[src/rtl/pipe4_pkg.sv]
package pipe4_pkg;
  localparam int OP_W = 4;
  localparam logic [OP_W-1:0] OP_NOP  = 4'd0;
  localparam logic [OP_W-1:0] OP_LOAD = 4'd1;
  localparam logic [OP_W-1:0] OP_ADD  = 4'd2;
  localparam logic [OP_W-1:0] OP_SUB  = 4'd3;
  localparam logic [OP_W-1:0] OP_INC  = 4'd4;
  localparam logic [OP_W-1:0] OP_BR   = 4'd5;

  function automatic logic op_writes(input logic [OP_W-1:0] op);
    return (op == OP_LOAD) || (op == OP_ADD) || (op == OP_SUB) || (op == OP_INC);
  endfunction
endpackage

[src/rtl/pipe4_decode.sv]
module pipe4_decode
  import pipe4_pkg::*;
#(
  parameter int AW = 8,
  parameter int RW = 2,
  parameter int IW = OP_W + RW + AW
) (
  input  logic [IW-1:0]   instr_i,
  output logic [OP_W-1:0] op_o,
  output logic [RW-1:0]   rd_o,
  output logic [AW-1:0]   ea_o
);
  // direct addressing: effective address is the address field
  assign op_o = instr_i[IW-1 -: OP_W];
  assign rd_o = instr_i[RW+AW-1 -: RW];
  assign ea_o = instr_i[AW-1:0];
endmodule

[src/rtl/pipe4_regfile.sv]
module pipe4_regfile #(
  parameter int XLEN = 16,
  parameter int NREG = 4,
  parameter int RW   = $clog2(NREG)
) (
  input  logic            clk_i,
  input  logic            rst_ni,
  input  logic            we_i,
  input  logic [RW-1:0]   wa_i,
  input  logic [XLEN-1:0] wd_i,
  input  logic [RW-1:0]   ra_i,
  output logic [XLEN-1:0] rd_o
);
  logic [XLEN-1:0] mem_q [NREG];

  for (genvar g = 0; g < NREG; g++) begin : g_reg
    always_ff @(posedge clk_i or negedge rst_ni) begin
      if (!rst_ni)                             mem_q[g] <= '0;
      else if (we_i && (wa_i == RW'(g)))       mem_q[g] <= wd_i;
    end
  end

  assign rd_o = mem_q[ra_i];


  rf_write_chk: assert property (@(posedge clk_i) disable iff (!rst_ni)
    we_i |=> mem_q[$past(wa_i)] == $past(wd_i));
endmodule

[src/rtl/pipe4_alu.sv]
module pipe4_alu
  import pipe4_pkg::*;
#(
  parameter int XLEN = 16
) (
  input  logic [OP_W-1:0] op_i,
  input  logic [XLEN-1:0] a_i,
  input  logic [XLEN-1:0] b_i,
  output logic [XLEN-1:0] res_o
);
  always_comb begin
    case (op_i)
      OP_LOAD: res_o = b_i;
      OP_ADD:  res_o = a_i + b_i;
      OP_SUB:  res_o = a_i - b_i;
      OP_INC:  res_o = a_i + XLEN'(1);
      default: res_o = a_i;
    endcase
  end
endmodule

[src/rtl/pipe4_core.sv]
module pipe4_core
  import pipe4_pkg::*;
#(
  parameter int XLEN = 16,
  parameter int AW   = 8,
  parameter int NREG = 4,
  parameter int RW   = $clog2(NREG),
  parameter int IW   = OP_W + RW + AW
) (
  input  logic            clk_i,
  input  logic            rst_ni,
  output logic [AW-1:0]   imem_addr_o,
  input  logic [IW-1:0]   imem_data_i,
  output logic [AW-1:0]   dmem_addr_o,
  input  logic [XLEN-1:0] dmem_data_i,
  output logic            ret_valid_o,
  output logic [RW-1:0]   ret_rd_o,
  output logic [XLEN-1:0] ret_data_o
);
  logic [AW-1:0]   pc_q;
  // DA stage
  logic            da_v;
  logic [IW-1:0]   da_ir;
  logic [OP_W-1:0] dec_op;
  logic [RW-1:0]   dec_rd;
  logic [AW-1:0]   dec_ea;
  // FO stage
  logic            fo_v;
  logic [OP_W-1:0] fo_op;
  logic [RW-1:0]   fo_rd;
  logic [AW-1:0]   fo_ea;
  logic [XLEN-1:0] rf_rdata, fo_a;
  // EX stage
  logic            ex_v;
  logic [OP_W-1:0] ex_op;
  logic [RW-1:0]   ex_rd;
  logic [AW-1:0]   ex_ea;
  logic [XLEN-1:0] ex_a, ex_b, ex_res;
  logic            ex_wr, br_taken, fwd;

  assign imem_addr_o = pc_q;

  pipe4_decode #(.AW(AW), .RW(RW), .IW(IW)) u_dec (
    .instr_i(da_ir), .op_o(dec_op), .rd_o(dec_rd), .ea_o(dec_ea)
  );

  assign dmem_addr_o = fo_ea;

  pipe4_regfile #(.XLEN(XLEN), .NREG(NREG), .RW(RW)) u_rf (
    .clk_i, .rst_ni,
    .we_i(ex_wr), .wa_i(ex_rd), .wd_i(ex_res),
    .ra_i(fo_rd), .rd_o(rf_rdata)
  );

  // EX result bypasses the register file write of the same edge
  assign fwd  = ex_wr && (ex_rd == fo_rd);
  assign fo_a = fwd ? ex_res : rf_rdata;

  pipe4_alu #(.XLEN(XLEN)) u_alu (
    .op_i(ex_op), .a_i(ex_a), .b_i(ex_b), .res_o(ex_res)
  );

  assign ex_wr    = ex_v && op_writes(ex_op);
  assign br_taken = ex_v && (ex_op == OP_BR);

  assign ret_valid_o = ex_wr;
  assign ret_rd_o    = ex_rd;
  assign ret_data_o  = ex_res;

  always_ff @(posedge clk_i or negedge rst_ni) begin
    if (!rst_ni) begin
      pc_q  <= '0;
      da_v  <= 1'b0;
      da_ir <= '0;
      fo_v  <= 1'b0;
      fo_op <= OP_NOP;
      fo_rd <= '0;
      fo_ea <= '0;
      ex_v  <= 1'b0;
      ex_op <= OP_NOP;
      ex_rd <= '0;
      ex_ea <= '0;
      ex_a  <= '0;
      ex_b  <= '0;
    end else begin
      pc_q  <= br_taken ? ex_ea : pc_q + AW'(1);
      da_v  <= !br_taken;
      da_ir <= imem_data_i;
      fo_v  <= da_v && !br_taken;
      fo_op <= dec_op;
      fo_rd <= dec_rd;
      fo_ea <= dec_ea;
      ex_v  <= fo_v && !br_taken;
      ex_op <= fo_op;
      ex_rd <= fo_rd;
      ex_ea <= fo_ea;
      ex_a  <= fo_a;
      ex_b  <= dmem_data_i;
    end
  end


  flush_chk: assert property (@(posedge clk_i) disable iff (!rst_ni)
    br_taken |=> !da_v && !fo_v && !ex_v);

  br_target_chk: assert property (@(posedge clk_i) disable iff (!rst_ni)
    br_taken |=> pc_q == $past(ex_ea));

  pc_step_chk: assert property (@(posedge clk_i) disable iff (!rst_ni)
    !br_taken |=> pc_q == $past(pc_q) + AW'(1));

  fwd_chk: assert property (@(posedge clk_i) disable iff (!rst_ni)
    (fo_v && ex_wr && (ex_rd == fo_rd)) |=> ex_a == $past(ex_res));

  bubble_quiet_chk: assert property (@(posedge clk_i) disable iff (!rst_ni)
    !ex_v |-> !ret_valid_o);
endmodule

[config.mk]
export PLATFORM = sky130hd
export DESIGN_NAME = pipe4_core
export DESIGN_NICKNAME = d
export VERILOG_FILES = /design/src/rtl/pipe4_pkg.sv /design/src/rtl/pipe4_decode.sv /design/src/rtl/pipe4_regfile.sv /design/src/rtl/pipe4_alu.sv /design/src/rtl/pipe4_core.sv
export SDC_FILE = /design/constraint.sdc
export NUM_CORES = 1
export LEC_CHECK = 0
export BUFFER_PORTS_ARGS = -buffer_cell sky130_fd_sc_hd__buf_4
export CORE_MARGIN = 2
export CORE_UTILIZATION = 46
export DETAILED_ROUTE_END_ITERATION = 8
export GPL_TIMING_DRIVEN = 0
export PLACE_DENSITY = 0.72
export SYNTH_ARGS = -nofsm -noshare
export SYNTH_HDL_FRONTEND = slang
export SYNTH_SLANG_ARGS = --single-unit
[constraint.sdc]
create_clock -name clk_i -period 4.6 [get_ports clk_i]
set_input_delay 0.92 -clock clk_i [delete_from_list [all_inputs] [get_ports clk_i]]
set_output_delay 0.92 -clock clk_i [all_outputs]
set_load 0.02 [all_outputs]
# Word-level counts from Yosys, hierarchy flattened
# Cells that the tools add are included.
totals:
  elab_cells: 52
  register_bits: 149
  inputBits: 32
  output_inout_bits: 35
classes:
  magnitude_cmp: 1
  mux: 6
  n_bitwise: 1
  n_eq_ne: 9
  reduce_logical: 14
  addsub: 4
op_table:
  columns: ["cell", "n"]
  rows:
  - ["16-bit one-hot mux with 4 select lines", 1]
  - ["16-bit 2-to-1 mux", 3]
  - ["16-bit binary-select mux with 2-bit select", 1]
  - ["16-bit by 1-bit adder with 16-bit output (second input constant)", 1]
  - ["16-bit adder", 1]
  - ["16-bit subtractor", 1]
  - ["1-bit logical AND", 9]
  - ["8-bit by 1-bit adder with 8-bit output (second input constant)", 1]
  - ["4-bit by 2-bit equality test with 1-bit output (second input constant)", 2]
  - ["4-bit by 3-bit equality test with 1-bit output (second input constant)", 2]
  - ["8-bit 2-to-1 mux", 1]
  - ["2-bit equality test (second input constant)", 2]
  - ["4-bit by 1-bit equality test with 1-bit output (second input constant)", 1]
  - ["3-bit greater-or-equal comparator (second input constant)", 1]
  - ["1-bit logical OR", 3]
  - ["2-bit NOT with 3-bit output", 1]
  - ["2-bit by 1-bit equality test with 1-bit output (second input constant)", 1]
  - ["2-bit equality test", 1]
  - ["2-bit zero test", 1]
  - ["1-bit zero test", 1]

# Longest topological paths before layout
# Gate-level depths: netlist (run 1).
logic_depth:
  word_depth: 7
  ltp_mapped: 16
  ltp_nobuf: 15

# Hierarchy
# Synthesis (run 1) repeated with hierarchy kept, for this count alone.
unflattened:
  cells_unflattened: 522
  hier_area_um2: 6901.6
by_module_without_submodules:
  columns: ["mod", "area_per_inst_um2", "instances", "cells_per_inst", "seq_area_each_um2"]
  rows:
  - ["pipe4_regfile", 2792.7, 1, 156, 1601.5]
  - ["pipe4_core", 2588.7, 1, 144, 2127.0]
  - ["pipe4_alu", 1415.1, 1, 208, 0.0]
  - ["pipe4_decode", 105.1, 1, 14, 0.0]

# Worst setup path after synthesis (run 1)
# Ideal clock, no wire load.
synth_timing:
  kind: "reg2out"
  startpoint: "register ex_b[3]"
  endpoint: "output ret_data_o[15]"
  stages_incl_launch_ff: 16
  setup_slack_ns: 0.425
  n_path_buf: 1
  t_arrival_ns: 3.255
  t_required_ns: 3.680
  path_cell_list: "dfrtp_1 -> nor4_1 -> nor2b_1 -> nand2_1 -> o31ai_1 -> xor2_1 -> nor2_1 -> ha_1 -> clkbuf_1 -> a21oi_1 -> o21ai_0 -> a31oi_1 -> o21ai_0 -> and2_1 -> a211oi_2 -> inv_1"
synth_between:
  elab_chain_len: 2
  elab_cells_between_ends: 3
  cone_classes: "add/sub (2); mux (1)"
synth_rtl:
  columns: ["item", "line", "source"]
  rows:
  - ["start: declaration", "pipe4_core.sv:38", "logic [XLEN-1:0] ex_a, ex_b, ex_res;"]
  - ["start signal: assignment", "pipe4_core.sv:98", "ex_b <= dmem_data_i;"]
  - ["16-bit subtractor / 16-bit adder (equally long branches)", "pipe4_alu.sv:15, pipe4_alu.sv:14", null]
  - ["16-bit one-hot mux with 4 select lines *", "pipe4_alu.sv:12", "case (op_i)"]
  - ["end: declaration", "pipe4_core.sv:18", "output logic [XLEN-1:0] ret_data_o"]
# Every way passes the cells marked *; elsewhere a longest branch is shown, timed or not.

# Worst setup path in the final report (run 1)
layout_timing:
  startpoint: "register ex_op[1]"
  endpoint: "output ret_data_o[15]"
layout_between:
  elab_chain_len: 2
  elab_cells_between_ends: 5
  cone_classes: "eq/ne (4); mux (1)"
layout_rtl:
  columns: ["item", "line", "source"]
  rows:
  - ["start: declaration", "pipe4_core.sv:35", "logic [OP_W-1:0] ex_op;"]
  - ["start signal: assignment", "pipe4_core.sv:94", "ex_op <= fo_op;"]
  - ["4-bit by 3-bit equality test with 1-bit output (tied with other cells)", "pipe4_alu.sv:12", null]
  - ["16-bit one-hot mux with 4 select lines *", "pipe4_alu.sv:12", null]
# Marks and branches as above.

==> summary.md, run 1 <==
### Run status
• outcome: complete, but fails checks
• failing checks: setup timing

### Synthesis
• number of distinct standard cells referenced by the synthesized netlist: 52
• number of flops mapped to enable cells by yosys: 0
• dominant cells by area after synthesis: dfrtp_1, a21oi_1, mux4_2
• sequential element share of the synthesized area: 55.5%
• Post-Synthesis Mean Instance Area: 10.9 um2
• main flop type after synthesis: dfrtp_1
• proportion of netlist area held by the largest area contributor: 55.5%
• synthesized instance count: 617
• flip-flop and latch count after synthesis: 149
• synthesis warning total: 0
• largest area contributor in the synthesized netlist: dfrtp_1
• synthesized netlist net count: 670
• async set-or-reset flop fraction in the synthesized netlist: 100%
• Syn Std Cell Area: 6720 um2

### Place
• DP Wirelength: 11300 um
• worst slack at placement: -0.664 ns
• Post-DP Area: 7480 um2
• RePlAce Congestion: 0.923
• count of placed standard cells including taps: 868
• quantity of I/O buffers inserted on ports: 66

### Global routing
• remaining global-route overflow: 0
• largest net degree at the start of global routing: 109
• wire length of the first global-routing pass: 26800 um
• via count of the first global-routing pass: 5427
• overall global routing resource usage: 22.1%
• number of antenna violations at the first check in global routing: 0

### Route
• drt drc: 0
• DR vias: 5330
• DRT Wirelength: 17500 um
• number of nets with antenna violations after routing: 0
• Routed WL per cell: 18.6 um
• number of detailed-routing iterations run before antenna repair: 6
• number of DRC violations after detailed-routing iteration 0: 511
• via density per instance: 5.68

### Floorplanning
• Die Ht: 125 um
• IO Pins: 67
• core area: 14400 um2
• Initial Utilization: 46.6%
• Die Outline Area: 15600 um2
• Cell Rows: 44
• Die Wd: 125 um

### Timing
• final-report max-slew violation count: 0
• total negative slack: -0.109 ns
• final hold slack: 0.340 ns
• normalized max-slew margin: 36.9%
• final count of negative-setup-slack endpoints: 3
• Highest Clock Rate: 214 MHz
• final hold viol count: 0
• setup repair after global routing missed its margin: yes
• worst setup margin: -0.0797 ns
• maximum clock skew at final layout: 0.0107 ns
• Least-Margin Pin Slew: 0.940 ns
• share of the clock period used by the worst path: 102%
• Tmin final: 4.68 ns

### Clocking
• Inserted Clock Buffers: 17
• number of clock sinks seen by CTS: 149
• clock transition time at the flip-flop clock pins of the worst setup and hold paths: 0.07 ns
• hold-fix buffers at CTS: 0
• number of buffers between clock root and the deepest sink: 2
• number of H-tree branching levels: 4
• clock tree from TritonCTS: built
• worst-skew pair later-pin latency: 0.43 ns
• root cell of the clock tree: clkbuf_16

### Pwr
• sequential share of power: 37.5%
• internal power of the cells: 3.27 mW
• switching power as a share of total power: 35.3%
• IR Drop Worst-Case VDD: 344 uV
• clock network power share: 24.9%
• reported leakage power: 3.87 nW
• Net Switching: 1.78 mW
• power density over the cells: 589 nW/um2
• Logic pwr share: 37.7%

### Critical path
• reg2reg setup slack: 0.99 ns
• critical path startpoint category: flop
• CP Data Arrival Time: 3.76 ns
• FF-to-FF Start: ex_b[0]$_DFF_PN0_
• Critical path origin: ex_op[1]$_DFF_PN0_
• Setup Crit Path Kind: flop to output port
• Max Fanout on Critical Path: 8
• data required time at the worst endpoint: 3.68 ns
• kind of end point of the critical path: output port

### Layout
• most common cell after layout, fill and taps aside: dfrtp_1
• Net count, final: 795
• Final Instance Count excl. Fillers: 939
• area added between synthesis and finish: 27.8%
• commonest cells after routing, fill and taps aside: dfrtp_1, buf_4, nor2_1
• fin area: 8590 um2
• Antenna diodes: 0
• Fillers: 1136
• layout cell share with drive strength beyond 1: 29.9%

### Min path
• worst hold start: fo_op[3]$_DFF_PN0_
• min-delay worst type: flop to flop

### Flow run
• Max Cap Viol: 0

[final cells by class]
type                    instances  area, um2  share of cell area (%)
inverters                      26       97.6                    1.14
clock buffers                  20        457                    5.31
repair buffers                109        847                    9.86
multi-input cells             411       3020                    35.2
flip-flops and latches        149       3730                    43.5
well taps                     184        230                    2.68
plain buffers                  28        125                    1.46
clock inverters                12       78.8                   0.917
[kinds of logic after synthesis]
logic type	synth area share, %
xor gates and xnor gates	4.04
AOI/OAI and AO/OA	14.4
adders and majority gates	4.02
and+or+nand+nor	12.1
muxes	6.52
DFF	55.5
buffers and inverters	3.44
[cells in the mapped netlist, drive strengths merged, types with 4 or more instances]
cell,instances
a21oi,75
nor2,74
or2,4
xor2,15
a31oi,4
ha,20
buf,16
a222oi,11
mux2,6
nand2,44
nor3,5
xnor2,16
nand3,8
mux4,16
a21o,5
inv,26
nor2b,4
o211ai,5
dfrtp,149
or3,8
clkbuf,15
o21ai,47
nand2b,7
[sequential cells by signal, indices dropped and copies added (netlist names), 4 cells and up]
name         cells
dmem_addr_o      8
da_ir           14
ex_a            16
ex_b            16
fo_op            4
ex_op            4
imem_addr_o      8
ex_ea            8
u_rf.mem_q      64
[worst max-delay path: stages (launching register included)]
cell,delay (ns)
dfrtp_2,0.48
nor2_1,0.18
nand2_1,0.16
a21oi_4,0.31
o31ai_4,0.13
xor2_1,0.18
nor2_1,0.18
ha_4,0.25
a21oi_1,0.19
o21ai_0,0.16
a31oi_2,0.23
o21ai_1,0.18
and2_1,0.23
a211oi_4,0.24
inv_1,0.07
buf_4,0.16
[power groups by stage]
stage	Sequential, mW	Clock, mW	Combinational (mW)
global placement	1.87	0	1.53
global route	1.93	1.33	2.07
floorplan	1.87	0	1.07
CTS	1.88	1.27	1.75
detailed placement	1.90	0	1.58
finish	1.90	1.26	1.91
[stage by stage]
| step | power, mW | utilization (%) |
|---|---|---|
| CTS | 4.90 | 57.8 |
| global placement | 3.40 | 51.6 |
| detailed placement | 3.47 | 51.8 |
| finish | 5.06 | 59.6 |
| global route | 5.33 | 59.6 |
| floorplan | 2.95 | - |
[worst paths after layout]
kind	to	cells after the start
min in group asynchronous	imem_addr_o[5]$_DFF_PN0_	1
max in group asynchronous	u_rf.mem_q[32]$_DFFE_PN0P_	2
max	ret_data_o[15]	15
min	ex_op[3]$_DFF_PN0_	0
min reg2reg	ex_op[3]$_DFF_PN0_	0
max reg2reg	u_rf.mem_q[12]$_DFFE_PN0P_	15
[per-layer routing]
metal / up-vias / part of all wire, % / track usage, %
li1: 2416 / - / -
met1: 2630 / 38 / 25.9
met2: 241 / 52 / 38.1
met3: 41 / 6.6 / 5.46
met4: 2 / 2.7 / 10.5
met5: - / 0.063 / 0
[repair_timing]
action,CTS,global route
pin swaps,21,26
gates cloned,0,0
hold endpoints to repair,0,0
gates resized for setup,36,32
setup endpoints to repair,15,9
buffers inserted,26,16
(Power assumes the default switching activity.)
==> run 2: changes to the inputs <==
--- a/config.mk
+++ b/config.mk
@@ -11,6 +11,8 @@
 export DETAILED_ROUTE_END_ITERATION = 8
 export GPL_TIMING_DRIVEN = 0
 export PLACE_DENSITY = 0.72
+export SKIP_CTS_REPAIR_TIMING = 1
+export SLEW_MARGIN = 10
 export SYNTH_ARGS = -nofsm -noshare
 export SYNTH_HDL_FRONTEND = slang
 export SYNTH_SLANG_ARGS = --single-unit
==> run 2 against run 1 <==
Net effect: the run still ends with setup timing left; total power grew 4.5%; design area grew 2.0%; sequential cell count is the same; core utilization grew 1.2 points; final cell count is the same; count of clock-buffer cells in the layout grew 1; first-iteration DRC count shrank 19%; critical endpoint is now ret_data_o[10]; largest power group unchanged.
==> summary.md, run 2 (synthesized netlist as in run 1, its figures left out) <==
### Route
• via density per instance: 5.65, -0.45%
• DR vias: 5306, -0.45%
• number of DRC violations after detailed-routing iteration 0: 413, -19%
• Routed WL per cell: 18.3 um, -1.6%
• drt drc: 0, unchanged
• DRT Wirelength: 17200 um, -1.6%
• number of detailed-routing iterations run before antenna repair: 6, unchanged
• number of nets with antenna violations after routing: 0, unchanged

### Layout
• most common cell after layout, fill and taps aside: dfrtp_1
• area of the multi-input gates: 3100 um2, +2.5%
• layout cell share with drive strength beyond 1: 32.2%, +2.3 points
• fin area: 8760 um2, +2.0%
• Fillers: 1101, -3.1%
• commonest cells after routing, fill and taps aside: dfrtp_1, buf_4, nor2_1
• register area: 3740 um2, +0.13%
• area added between synthesis and finish: 30.3%
• largest registers: u_rf.mem_q x64, ex_a x16, ex_b x16
• number of flip-flops under the largest register name: 64, unchanged
• top register by number of flip-flops: u_rf.mem_q
• Antenna diodes: 0, unchanged
• Net count, final: 795, unchanged
• Finished Core Util: 60.7%, +1.2 points

### Critical path
• Setup Crit Path Kind: flop to output port
• critical-path cell with the highest stage delay: dfrtp_2
• crit-path max cell delay: 0.43 ns, -0.05 ns
• kind of end point of the critical path: output port
• critical path startpoint category: flop
• data required time at the worst endpoint: 3.68 ns, about the same
• Critical Path, Cell by Cell: nand2b_4 > or2_4 > buf_8 > a21oi_1 > xnor2_1 > nor2_1 > ha_1 > a21o_1 > a211o_1 > o21a_1 > nor2b_1 > xnor2_1 > a222oi_1 > buf_4 > inv_1 > buf_4
• CP Data Arrival Time: 3.76 ns, about the same
• cell count of the worst reg-to-reg path: 15, unchanged
• Max Fanout on Critical Path: 10, +2

### Run status
• outcome: complete, but fails checks
• failing checks: setup timing

### Timing
• final hold viol count: 0, unchanged
• maximum clock skew at final layout: 0.00578 ns, -0.00489 ns
• share of the clock period used by the worst path: 102%, about the same
• Tmin final: 4.68 ns, -0.00463 ns
• normalized max-slew margin: 40.0%, +3.1 points
• final-report max-slew violation count: 0, unchanged
• worst setup margin: -0.0751 ns, +0.00463 ns
• setup repair after global routing missed its margin: yes
• Least-Margin Pin Slew: 0.894 ns, -0.0462 ns
• final count of negative-setup-slack endpoints: 2, -1
• Highest Clock Rate: 214 MHz, about the same

### Global routing
• via count of the first global-routing pass: 5290, -2.5%
• number of antenna violations at the first check in global routing: 0, unchanged
• overall global routing resource usage: 21.5%, -0.52 points
• remaining global-route overflow: 0, unchanged
• wire length of the first global-routing pass: 26400 um, -1.6%
• largest net degree at the start of global routing: 99, -9.2%

### Flow run
• Max Cap Viol: 0, unchanged

### Pwr
• IR Drop Worst-Case VDD: 376 uV, +9.3%
• reported leakage power: 3.91 nW, +1.1%
• power density over the cells: 603 nW/um2, +2.5%
• internal power of the cells: 3.48 mW, +6.1%
• Net Switching: 1.81 mW, +1.4%
• sequential share of power: 35.9%, -1.6 points
• clock network power share: 26.7%, +1.8 points
• Logic pwr share: 37.4%, -0.3 points
• switching power as a share of total power: 34.2%, -1.0 points

### Min path
• number of cells on the worst hold path: 0, unchanged
• min-delay worst type: flop to flop

### Floorplanning
• Die Wd: 125 um, unchanged
• Die Outline Area: 15600 um2, unchanged
• Initial Utilization: 46.6%, unchanged
• Die Ht: 125 um, unchanged
• IO Pins: 67, unchanged
• Cell Rows: 44, unchanged
• core area: 14400 um2, unchanged

### Clocking
• root cell of the clock tree: clkbuf_16
• clock transition time at the flip-flop clock pins of the worst setup and hold paths: 0.06 ns, about the same
• number of H-tree branching levels: 4, unchanged
• clock tree from TritonCTS: built
• number of buffers between clock root and the deepest sink: 2, unchanged
• Inserted Clock Buffers: 17, unchanged
• worst-skew pair later-pin latency: 0.43 ns, about the same
• number of clock sinks seen by CTS: 149, unchanged

### Place
• Post-DP Area: 7480 um2, unchanged
• DP Wirelength: 11300 um, -0.25%
• RePlAce Congestion: 0.923, unchanged
• quantity of I/O buffers inserted on ports: 66, unchanged

## run 2: path summary, 6_finish.rpt
check,slack [ns],from,to
min,0.35,da_ir[0]$_DFF_PN0_,dmem_addr_o[0]$_DFF_PN0_
min in group asynchronous,0.44,rst_ni,imem_addr_o[2]$_DFF_PN0_
max,-0.08,ex_op[2]$_DFF_PN0_,ret_data_o[10]
max in group asynchronous,3.33,rst_ni,u_rf.mem_q[37]$_DFFE_PN0P_
min reg2reg,0.35,da_ir[0]$_DFF_PN0_,dmem_addr_o[0]$_DFF_PN0_
max reg2reg,1.11,ex_op[2]$_DFF_PN0_,ex_a[12]$_DFF_PN0_
## run 2: stage by stage
step | worst slack (ns) | hold slack, ns | setup TNS (ns) | power [mW] | instances
finish | -0.0751 | 0.350 | -0.123 | 5.28 | 939
CTS | -1.15 | 0.352 | -11.55 | 4.90 | 900
floorplan | 0.425 | 0.331 | 0 | 2.95 | 617
global route | -0.230 | 0.360 | -1.11 | 5.57 | 939
global placement | -0.545 | 0.333 | -4.35 | 3.40 | 867
detailed placement | -0.668 | 0.337 | -5.27 | 3.47 | 868
## run 2: routing by layer
metal / global-route usage [%] / part of all wire [%] / vias to the layer above / wire [um]
met5: 0 / 0 / - / 0
met4: 8.69 / 2.9 / 0 / 491
met3: 5.37 / 6.4 / 46 / 1110
met2: 36.7 / 51 / 225 / 8790
met1: 26.3 / 40 / 2610 / 6840
li1: - / - / 2425 / -
## run 2: layout make-up
| type | count | share of cell area, % |
|---|---|---|
| Sequential cell | 149 | 42.7 |
| Clock buffer | 21 | 5.14 |
| Inverter | 26 | 1.11 |
| Timing Repair Buffer | 108 | 9.78 |
| Buffer | 29 | 1.57 |
| Multi-Input combinational cell | 411 | 35.4 |
| Clock inverter | 11 | 1.71 |
| Tap cell | 184 | 2.63 |
## run 2: critical path: cells and delay by family (launching register included)
family	cells	cell delay, ns
xor+xnor	2	0.25
buf+inv	4	0.56
simple gates	4	0.67
flops	1	0.43
compound gates	5	1.07
fa+ha+maj	1	0.36
## run 2: power groups by stage
stage / clock (mW) / sequential (mW) / combinational (mW)
finish: 1.41 / 1.90 / 1.98
floorplan: 0 / 1.87 / 1.07
CTS: 1.43 / 1.88 / 1.59
global placement: 0 / 1.87 / 1.53
global route: 1.50 / 1.93 / 2.14
detailed placement: 0 / 1.90 / 1.58
